===== config.mk =====
export PLATFORM = sky130hd
export DESIGN_NAME = dual_timer
export DESIGN_NICKNAME = d
export VERILOG_FILES = /design/src/rtl/tmr_pkg.sv /design/src/rtl/tmr_prescale.sv /design/src/rtl/tmr_regs.sv /design/src/rtl/tmr_core.sv /design/src/rtl/dual_timer.sv
export SDC_FILE = /design/constraint.sdc
export NUM_CORES = 1
export LEC_CHECK = 0
export BUFFER_PORTS_ARGS = -buffer_cell sky130_fd_sc_hd__buf_2
export CORE_ASPECT_RATIO = 1.4
export CORE_UTILIZATION = 55
export CTS_CLUSTER_DIAMETER = 200
export DETAILED_ROUTE_END_ITERATION = 8
export PLACE_DENSITY = 0.73
export SETUP_SLACK_MARGIN = 0.02
export SYNTH_ARGS = -nofsm -noshare
export SYNTH_HDL_FRONTEND = slang
export SYNTH_HIERARCHICAL = 1
export SYNTH_SLANG_ARGS = --single-unit
export TNS_END_PERCENT = 5

===== constraint.sdc =====
create_clock -name clk -period 4.07 [get_ports clk]
set_input_delay 0 -clock clk [delete_from_list [all_inputs] [get_ports clk]]
set_output_delay 0 -clock clk [all_outputs]
set_load 0.05 [all_outputs]

===== src/rtl/tmr_pkg.sv =====
package tmr_pkg;
  typedef enum logic [1:0] {
    MD_INT8  = 2'b00,
    MD_CAS16 = 2'b01,
    MD_PPG   = 2'b10,
    MD_PWM   = 2'b11
  } tmr_mode_e;

  localparam int ADDR_W = 2;
  localparam logic [ADDR_W-1:0] A_CTRL = 2'd0;
  localparam logic [ADDR_W-1:0] A_CLK  = 2'd1;
  localparam logic [ADDR_W-1:0] A_CMP0 = 2'd2;
  localparam logic [ADDR_W-1:0] A_CMP1 = 2'd3;

  localparam int N_TAPS = 3;
endpackage


===== src/rtl/tmr_prescale.sv =====
module tmr_prescale
  import tmr_pkg::*;
#(
  parameter int PRE_W = 9
) (
  input  logic              clk,
  input  logic              rst,
  output logic [N_TAPS-1:0] tap
);
  logic [PRE_W-1:0] pre_q;

  always_ff @(posedge clk) begin
    if (rst) pre_q <= '0;
    else     pre_q <= pre_q + 1'b1;
  end

  // taps fire once every 4, 16 and 256 cycles
  for (genvar g = 0; g < N_TAPS; g++) begin : g_tap
    localparam int SH = 2 * (g + 1) + ((g == 2) ? 2 : 0);
    localparam logic [PRE_W-1:0] MSK = (PRE_W'(1) << SH) - PRE_W'(1);
    assign tap[g] = ((pre_q & MSK) == MSK);
  end
endmodule


===== src/rtl/tmr_regs.sv =====
module tmr_regs
  import tmr_pkg::*;
#(
  parameter int CNT_W = 8
) (
  input  logic              clk,
  input  logic              rst,
  input  logic              wr_en,
  input  logic [ADDR_W-1:0] wr_addr,
  input  logic [CNT_W-1:0]  wr_data,
  input  logic              pwm_wrap,
  output tmr_mode_e         mode,
  output logic              run0,
  output logic              run1,
  output logic              tgl,
  output logic              dbuf,
  output logic [1:0]        sel0,
  output logic [1:0]        sel1,
  output logic [CNT_W-1:0]  cmp0,
  output logic [CNT_W-1:0]  cmp1
);
  logic [CNT_W-1:0] shadow_q;
  logic             buffered;

  assign buffered = dbuf && (mode == MD_PWM);

  always_ff @(posedge clk) begin
    if (rst) begin
      mode     <= MD_INT8;
      run0     <= 1'b0;
      run1     <= 1'b0;
      tgl      <= 1'b0;
      dbuf     <= 1'b0;
      sel0     <= 2'b00;
      sel1     <= 2'b00;
      cmp0     <= '0;
      cmp1     <= '0;
      shadow_q <= '0;
    end else begin
      if (pwm_wrap && dbuf) cmp0 <= shadow_q;
      if (wr_en) begin
        case (wr_addr)
          A_CTRL: begin
            mode <= tmr_mode_e'(wr_data[1:0]);
            run0 <= wr_data[2];
            run1 <= wr_data[3];
            tgl  <= wr_data[4];
            dbuf <= wr_data[5];
          end
          A_CLK: begin
            sel0 <= wr_data[1:0];
            sel1 <= wr_data[3:2];
          end
          A_CMP0: begin
            shadow_q <= wr_data;
            if (!buffered) cmp0 <= wr_data;
          end
          default: cmp1 <= wr_data;
        endcase
      end
    end
  end
endmodule


===== src/rtl/tmr_core.sv =====
module tmr_core
  import tmr_pkg::*;
#(
  parameter int CNT_W = 8
) (
  input  logic              clk,
  input  logic              rst,
  input  tmr_mode_e         mode,
  input  logic              run0,
  input  logic              run1,
  input  logic              tgl,
  input  logic [1:0]        sel0,
  input  logic [1:0]        sel1,
  input  logic [CNT_W-1:0]  cmp0,
  input  logic [CNT_W-1:0]  cmp1,
  input  logic [N_TAPS-1:0] tap,
  output logic              pwm_wrap,
  output logic              tmr_out,
  output logic              irq0,
  output logic              irq1
);
  logic [CNT_W-1:0] c0_q, c1_q;
  logic tick0, tick1, hit0, hit1, ppg_end, wide_hit, c0_full, casc;

  always_comb begin
    case (sel0)
      2'b00:   tick0 = 1'b1;
      2'b01:   tick0 = tap[0];
      default: tick0 = tap[1];
    endcase
    hit0     = (c0_q == cmp0);
    hit1     = (c1_q == cmp1);
    ppg_end  = (c0_q == cmp1);
    wide_hit = ({c1_q, c0_q} == {cmp1, cmp0});
    c0_full  = &c0_q;
    casc     = run0 && tick0 && hit0;
    case (sel1)
      2'b00:   tick1 = casc;
      2'b01:   tick1 = 1'b1;
      2'b10:   tick1 = tap[1];
      default: tick1 = tap[2];
    endcase
    pwm_wrap = (mode == MD_PWM) && run0 && tick0 && c0_full;
  end

  always_ff @(posedge clk) begin
    if (rst) begin
      c0_q    <= '0;
      c1_q    <= '0;
      tmr_out <= 1'b0;
      irq0    <= 1'b0;
      irq1    <= 1'b0;
    end else begin
      irq0 <= 1'b0;
      irq1 <= 1'b0;
      unique case (mode)
        MD_INT8: begin
          if (!run0) c0_q <= '0;
          else if (tick0) begin
            if (hit0) begin
              c0_q <= '0;
              irq0 <= 1'b1;
            end else c0_q <= c0_q + 1'b1;
          end
          if (!run1) c1_q <= '0;
          else if (tick1) begin
            if (hit1) begin
              c1_q <= '0;
              irq1 <= 1'b1;
              if (tgl) tmr_out <= ~tmr_out;
            end else c1_q <= c1_q + 1'b1;
          end
        end
        MD_CAS16: begin
          if (!run0) {c1_q, c0_q} <= '0;
          else if (tick0) begin
            if (wide_hit) begin
              {c1_q, c0_q} <= '0;
              irq1 <= 1'b1;
              if (tgl) tmr_out <= ~tmr_out;
            end else {c1_q, c0_q} <= {c1_q, c0_q} + 1'b1;
          end
        end
        MD_PPG: begin
          c1_q <= '0;
          if (!run0) c0_q <= '0;
          else if (tick0) begin
            if (hit0) irq0 <= 1'b1;
            if (ppg_end) begin
              c0_q    <= '0;
              irq1    <= 1'b1;
              tmr_out <= ~tmr_out;
            end else begin
              c0_q <= c0_q + 1'b1;
              if (hit0) tmr_out <= ~tmr_out;
            end
          end
        end
        MD_PWM: begin
          c1_q <= '0;
          if (!run0) c0_q <= '0;
          else if (tick0) begin
            c0_q <= c0_q + 1'b1;
            if (hit0) irq0 <= 1'b1;
            if (c0_full) begin
              tmr_out <= 1'b0;
              irq1    <= 1'b1;
            end else if (hit0) tmr_out <= 1'b1;
          end
        end
      endcase
    end
  end
endmodule


===== src/rtl/dual_timer.sv =====
module dual_timer
  import tmr_pkg::*;
#(
  parameter int CNT_W = 8,
  parameter int PRE_W = 9
) (
  input  logic              clk,
  input  logic              rst,
  input  logic              wr_en,
  input  logic [ADDR_W-1:0] wr_addr,
  input  logic [CNT_W-1:0]  wr_data,
  output logic              tmr_out,
  output logic              irq0,
  output logic              irq1
);
  tmr_mode_e         mode_w;
  logic              run0_w, run1_w, tgl_w, dbuf_w, pwm_wrap_w;
  logic [1:0]        sel0_w, sel1_w;
  logic [CNT_W-1:0]  cmp0_w, cmp1_w;
  logic [N_TAPS-1:0] tap_w;

  tmr_prescale #(.PRE_W(PRE_W)) u_pre (
    .clk(clk), .rst(rst), .tap(tap_w)
  );

  tmr_regs #(.CNT_W(CNT_W)) u_regs (
    .clk(clk), .rst(rst), .wr_en(wr_en), .wr_addr(wr_addr), .wr_data(wr_data),
    .pwm_wrap(pwm_wrap_w), .mode(mode_w), .run0(run0_w), .run1(run1_w),
    .tgl(tgl_w), .dbuf(dbuf_w), .sel0(sel0_w), .sel1(sel1_w),
    .cmp0(cmp0_w), .cmp1(cmp1_w)
  );

  tmr_core #(.CNT_W(CNT_W)) u_core (
    .clk(clk), .rst(rst), .mode(mode_w), .run0(run0_w), .run1(run1_w),
    .tgl(tgl_w), .sel0(sel0_w), .sel1(sel1_w), .cmp0(cmp0_w), .cmp1(cmp1_w),
    .tap(tap_w), .pwm_wrap(pwm_wrap_w), .tmr_out(tmr_out), .irq0(irq0), .irq1(irq1)
  );
endmodule


Word level (Yosys, flattened, before mapping)
Cells that the tools add are included.
Storage, ports and cells
  bits in registers: 62
  latch bits: 0
  bits in writable memories: 0
  bits in read-only memories: 0
  input bits: 13
  output and inout bits: 3
  word-level logic and storage cells: 135
  memories: 0
Operators by class
  add/subtract/negate cells: 4
  multipliers: 0
  divide/modulo/power cells: 0
  magnitude comparators: 0
  equality and inequality tests: 32
  shifts and indexed selects: 0
  multiplexer cells: 55
  bitwise gates (word level): 5
  reduce and logical (&&, ||, !) cells: 23
Operators by type and width (number)
  $mux 8: 21
  $pmux 8 s4: 1
  $mux 1: 28
  $eq 8x8->1: 3
  $pmux 8 s3: 1
  $add 16x1->16 const B: 1
  $add 8x1->8 const B: 2
  $eq 16x16->1: 1
  $ne 3x2->1 const B: 5
  $ne 2x1->1 const B: 6
  $reduce_and 12->1: 1
  $eq 2x2->1 const B: 5
  $reduce_and 2->1: 5
  $add 9x1->9 const B: 1
  $eq 2x1->1 const B: 4
  $eq 8x8->1 const B: 1
  $logic_not 2->1: 4
  $ne 2x2->1 const B: 4
  $pmux 1 s4: 2
  $reduce_and 8->1: 1
  $logic_and 1x1->1: 7
  $ne 3x1->1 const B: 2
  $reduce_or 3->1: 2
  $not 1->1: 5
  other kinds (6): 6

Depth between registers and ports, before layout
  depth in word-level cells: 9
  mapped depth: 10
  mapped depth without buffers: 9

Modules after synthesis
Netlist, hierarchy kept.
By module, submodules not included
  tmr_core: instances 1, cells each 219, area an instance 1783.0 µm², seq. area each 380.4 µm²
  tmr_regs: instances 1, cells each 132, area an instance 1365.1 µm², seq. area each 680.7 µm²
  tmr_prescale: instances 1, cells each 36, area an instance 337.8 µm², seq. area each 160.2 µm²

Worst setup path after synthesis
OpenSTA, ideal clock, no wires.
  path type: register to register
  start: register u_pre.pre_q[0]
  end: register u_core.tmr_out
  setup time: 0.122 ns
  arrival: 2.057 ns
  data required time: 3.948 ns
  slack: 1.890 ns
  cell stages (with the launch flop): 11
  buffers on the path: 1
  clock period less this slack: 2.180 ns
  cells stage by stage: dfxtp_1 > ha_1 > and3_1 > buf_4 > and3_1 > and3b_1 > o21ai_0 > nand4_1 > and3_1 > a2111oi_2 > o2bb2ai_1
Between the ends
  longest elaborated chain between the ends: 7
  elaborated cells between the ends (all ways): 12
  classes of those cells: eq/ne: 7; mux: 2; reduce/logical: 3
Ends and longest elaborated chain
  from (decl): RTL line tmr_prescale.sv:10  | logic [PRE_W-1:0] pre_q;
  from (signal assigned): RTL line tmr_prescale.sv:14  | else pre_q <= pre_q + 1'b1;
  $eq 2x2->1 *: RTL line tmr_prescale.sv:21  | assign tap[g] = ((pre_q & MSK) == MSK);
  net tap_w[0]: RTL line dual_timer.sv:20  | logic [N_TAPS-1:0] tap_w;
  $pmux 1 s2 *: RTL line tmr_core.sv:26  | case (sel0)
  $logic_and 1x1->1 (2 in a row): RTL line tmr_core.sv:36  | casc = run0 && tick0 && hit0;
  $pmux 1 s3: RTL line tmr_core.sv:37  | case (sel1)
  $ne 2x1->1 (no line)
  $reduce_and 12->1 (no line) *
  to (signal assigned): RTL line tmr_core.sv:70  | if (tgl) tmr_out <= ~tmr_out;
  to (signal assigned): RTL line tmr_core.sv:80  | if (tgl) tmr_out <= ~tmr_out;
  to (signal assigned): RTL line tmr_core.sv:92  | tmr_out <= ~tmr_out;
  to (decl): RTL line tmr_core.sv:18  | output logic tmr_out,
The timed path passes the listed nets; every way through them passes the cells marked *.
A chain may end at the register's enable or synchronous reset.

Final worst setup path
  start: register u_pre.pre_q[0]
  end: register u_regs.cmp0[7]
Between the ends
  longest elaborated chain between the ends: 9
  elaborated cells between the ends (all ways): 10
  classes of those cells: eq/ne: 2; mux: 5; reduce/logical: 3
Ends and longest elaborated chain
  $eq 2x2->1 *: RTL line tmr_prescale.sv:21
  net tap_w[0]: RTL line dual_timer.sv:20
  $pmux 1 s2 *: RTL line tmr_core.sv:26
  $logic_and 1x1->1 * (2 in a row): RTL line tmr_core.sv:43  | pwm_wrap = (mode == MD_PWM) && run0 && tick0 && c0_full;
  net pwm_wrap_w: RTL line dual_timer.sv:17  | logic run0_w, run1_w, tgl_w, dbuf_w, pwm_wrap_w;
  $logic_and 1x1->1 *: RTL line tmr_regs.sv:40  | if (pwm_wrap && dbuf) cmp0 <= shadow_q;
  $mux 8 *: RTL line tmr_regs.sv:40
  $mux 8: RTL line tmr_regs.sv:56  | if (!buffered) cmp0 <= wr_data;
  $mux 8: RTL line tmr_regs.sv:42  | case (wr_addr)
  $mux 8 *: RTL line tmr_regs.sv:41  | if (wr_en) begin
  to (signal assigned): RTL line tmr_regs.sv:40
  to (signal assigned): RTL line tmr_regs.sv:56
  to (decl): RTL line tmr_regs.sv:19  | output logic [CNT_W-1:0] cmp0,
Marked as above.

==> summary.txt <==
Yosys
  – Unique masters post-synth: 62
  – Commonest cells post-synth: 61 x dfxtp_1, 51 x nor2_1, 33 x nand2_1, 27 x mux2i_1, 23 x xnor2_1
  – Post-synthesis net count: 403
  – Post-synthesis area per instance: 9.007 µm²
  – Gate Count Post-Synth: 387
  – FF+latch count, synth: 61
  – Post-Syn Area: 3486 µm²
  – Yosys top cell area share: 35.03%
  – Yosys Warn Count: 6
  – Sequential share of the synthesized area: 35.03%
  – Count leader, synth: dfxtp_1
  – EDFF count, synth: 0
  – Largest area contributor in the synthesized netlist: dfxtp_1
  – Top cells by area, synth: dfxtp_1 35%, mux2i_1 7.8%, xnor2_1 5.8%, nor2_1 5.5%, xor2_1 4.0%
  – Async set-or-reset flop fraction in the synthesized netlist: 0%
  – Synth Flop Type: dfxtp_1

Detailed routing
  – Routed via count: 2927
  – Number of routed nets with antenna violations: 0
  – Avg WL per Cell: 17.37 µm
  – WL final: 8.304 mm
  – Remaining DRCs: 0
  – Iter 0 DRT Violations: 195
  – Drt pass-1 iters: 4
  – Via density: 6.123

Clock network
  – CTS clock-pin slew for the worst setup and hold paths: 70 ps
  – Worst skew pair latency: 340 ps
  – Clk sinks: 61
  – CTS Root Cell: clkbuf_8
  – CTS tree: done
  – Maximum clock path buffer count: 2
  – CTS buffer count: 9
  – H-tree depth: 3

Power
  – Clk pwr share: 43.7%
  – Switching Fraction: 26.24%
  – Comb power frac: 10.4%
  – Psw: 359.8 µW
  – Peak supply drop: 0.3687 mV
  – Lkg Pwr: 0.001464 µW
  – Total power: 1371 µW
  – Sequential Power Share: 45.9%
  – Internal Pwr Total: 1012 µW
  – Power Dens Cells: 359.0 nW/µm²

STA
  – Max Clk Rate: 0.3854 GHz
  – Final Hold Viols: 0
  – Final Cycle Share: 63.75%
  – Slew headroom: 25.89%
  – Setup TNS Final: 0 ps
  – Fin. max-slew vios: 0
  – Slack of the critical path: 1476 ps
  – RSZ-0062 raised after global routing: false
  – Minimum hold slack: 122.3 ps
  – Fin Clk Skew: 7.981 ps
  – Worst Max-Slew Pin Slew: 1112 ps
  – Tmin final: 2594 ps
  – Setup violators final: 0

Cells and area
  – # fillers: 514
  – Area Overhead vs Synth: 9.584%
  – Ant. Diodes: 0
  – Share of layout cells above drive strength 1: 14.71%
  – Multi-input gate area in the final layout: 2122 µm²
  – Net count, final: 419
  – Register Area: 1221 µm²

Global route
  – Vias in the first global route: 2775
  – Total GRT Usage: 26.33%
  – Grt ovf: 0
  – Initial antenna violation count: 0
  – First-pass GRT wire length: 13.63 mm
  – Maximum number of pins on one net before global-route repair: 57

Die
  – Top Ports: 16
  – Die area: 6665 µm²
  – Die width: 69.29 µm
  – CORE AREA: 5987 µm²
  – Initial core utilization: 58.22%
  – Die Y: 96.20 µm
  – Num rows: 33

Critical path
  – CP Data Required Time: 4320 ps
  – Cells along the critical path: ha_1, and3_1, nand2b_1, nand3_1, nor4_1, nand2_1, mux2i_1, a221oi_2
  – Critical Path Fanout Max: 8
  – Worst Setup Path Type: reg -> reg
  – Slowest cell on crit path: dfxtp_1
  – Startpoint Class: flop
  – Crit path DAT: 2840 ps
  – Delay-heaviest family, CP: simple AND/OR/NAND/NOR gates
  – Setup crit end kind: flop
  – Worst path bufs/invs: 0
  – Max stage delay on crit path: 380 ps

Placement
  – Final GP Congestion: 0.8788
  – Buffers on Ports: 15
  – Post-detail-place hpwl: 5.930 mm
  – Post-Place Worst Slack: 1488 ps

Outcome
  – Status: complete, no violations

Flow run
  – Max-cap violations: 0

Hold path
  – HP Class: in -> reg
worst register-to-register path, cell delays in order, from the launching register on:
cell,delay [ps]
dfxtp_1,380
ha_1,230
and3_1,310
nand2b_1,200
nand3_1,150
nor4_1,370
nand2_1,360
mux2i_1,240
a221oi_2,270
layer usage:
layer / GRT usage (%) / vias to the layer above / routed length (µm)
li1: - / 1442 / -
met1: 30.60 / 1391 / 3644
met2: 46.76 / 77 / 4177
met3: 5.864 / 17 / 268
met4: 11.05 / 0 / 213
met5: 0 / - / 0
flip-flops by register name, summed over array words and instances (netlist names), 2 cells and up:
name             count
u_core/c0_q          8
u_core/c1_q          8
u_pre/pre_q          8
u_regs/cmp0          8
u_regs/cmp1          8
u_regs/shadow_q      8
u_regs/mode          2
u_regs/sel0          2
u_regs/sel1          2
logic make-up after synthesis:
| logic type | share of synthesized area (%) |
|---|---|
| AOI/OAI and AO/OA | 17.55 |
| xor gates and xnor gates | 9.799 |
| adders and majority gates | 1.077 |
| buffers and inverters | 4.092 |
| DFF | 35.03 |
| muxes | 8.184 |
| and+or+nand+nor | 24.26 |
layout by cell type (no fill, tap or decap), types with 8 or more instances in the layout:
master	count
dfxtp_1	61
nor2_1	51
nand2_1	33
mux2i_1	27
xnor2_1	23
a21oi_1	20
xor2_1	16
buf_2	15
nand4_1	14
o21ai_0	13
nand3_1	11
clkbuf_8	9
and3_1	9
dlygate4sd3_1	8
a221oi_2	8
what timing repair did:
| item | CTS | global route |
|---|---|---|
| setup endpoints to repair | 0 | 0 |
| endpoints found under the hold margin | 20 | 0 |
| setup buffers | 0 | 0 |
| gates resized for setup | 0 | 0 |
| hold buffers | 8 | 0 |
power by group through the flow:
stage          Combinational (µW)  Sequential (µW)  Clock (µW)
2_1_floorplan                 101              638           0
3_3_place_gp                  131              643           0
3_5_place_dp                  134              644           0
4_1_cts                       140              630         603
5_1_grt                       154              632         636
6_report                      143              630         599
final cells by class:
type / count / area share [%]
inverters: 5 / 0.4913
flip-flops and latches: 61 / 31.97
repair buffers: 23 / 4.062
well taps: 70 / 2.293
multi-input cells: 303 / 55.55
clock inverters: 6 / 2.293
clock buffers: 10 / 3.341
stage by stage:
step / cells / instance area, µm² / util (%)
after floorplan: 387 / 3486 / -
after global placement: 454 / 3525 / 58.87
after detailed placement: 454 / 3525 / 58.87
after CTS: 478 / 3820 / 63.80
after global routing: 478 / 3820 / 63.80
final: 478 / 3820 / 63.80
worst paths after layout:
path,to,start,cells after the start,slack (ps)
hold / removal,u_regs/run1,wr_addr[0],4,120
setup / recovery,u_regs/cmp0[7],u_pre/pre_q[0],8,1480
hold reg to reg,u_regs/shadow_q[1],u_regs/shadow_q[1],2,460
setup reg to reg,u_regs/cmp0[7],u_pre/pre_q[0],8,1480
Note: power is estimated with default switching activity, not from simulation.
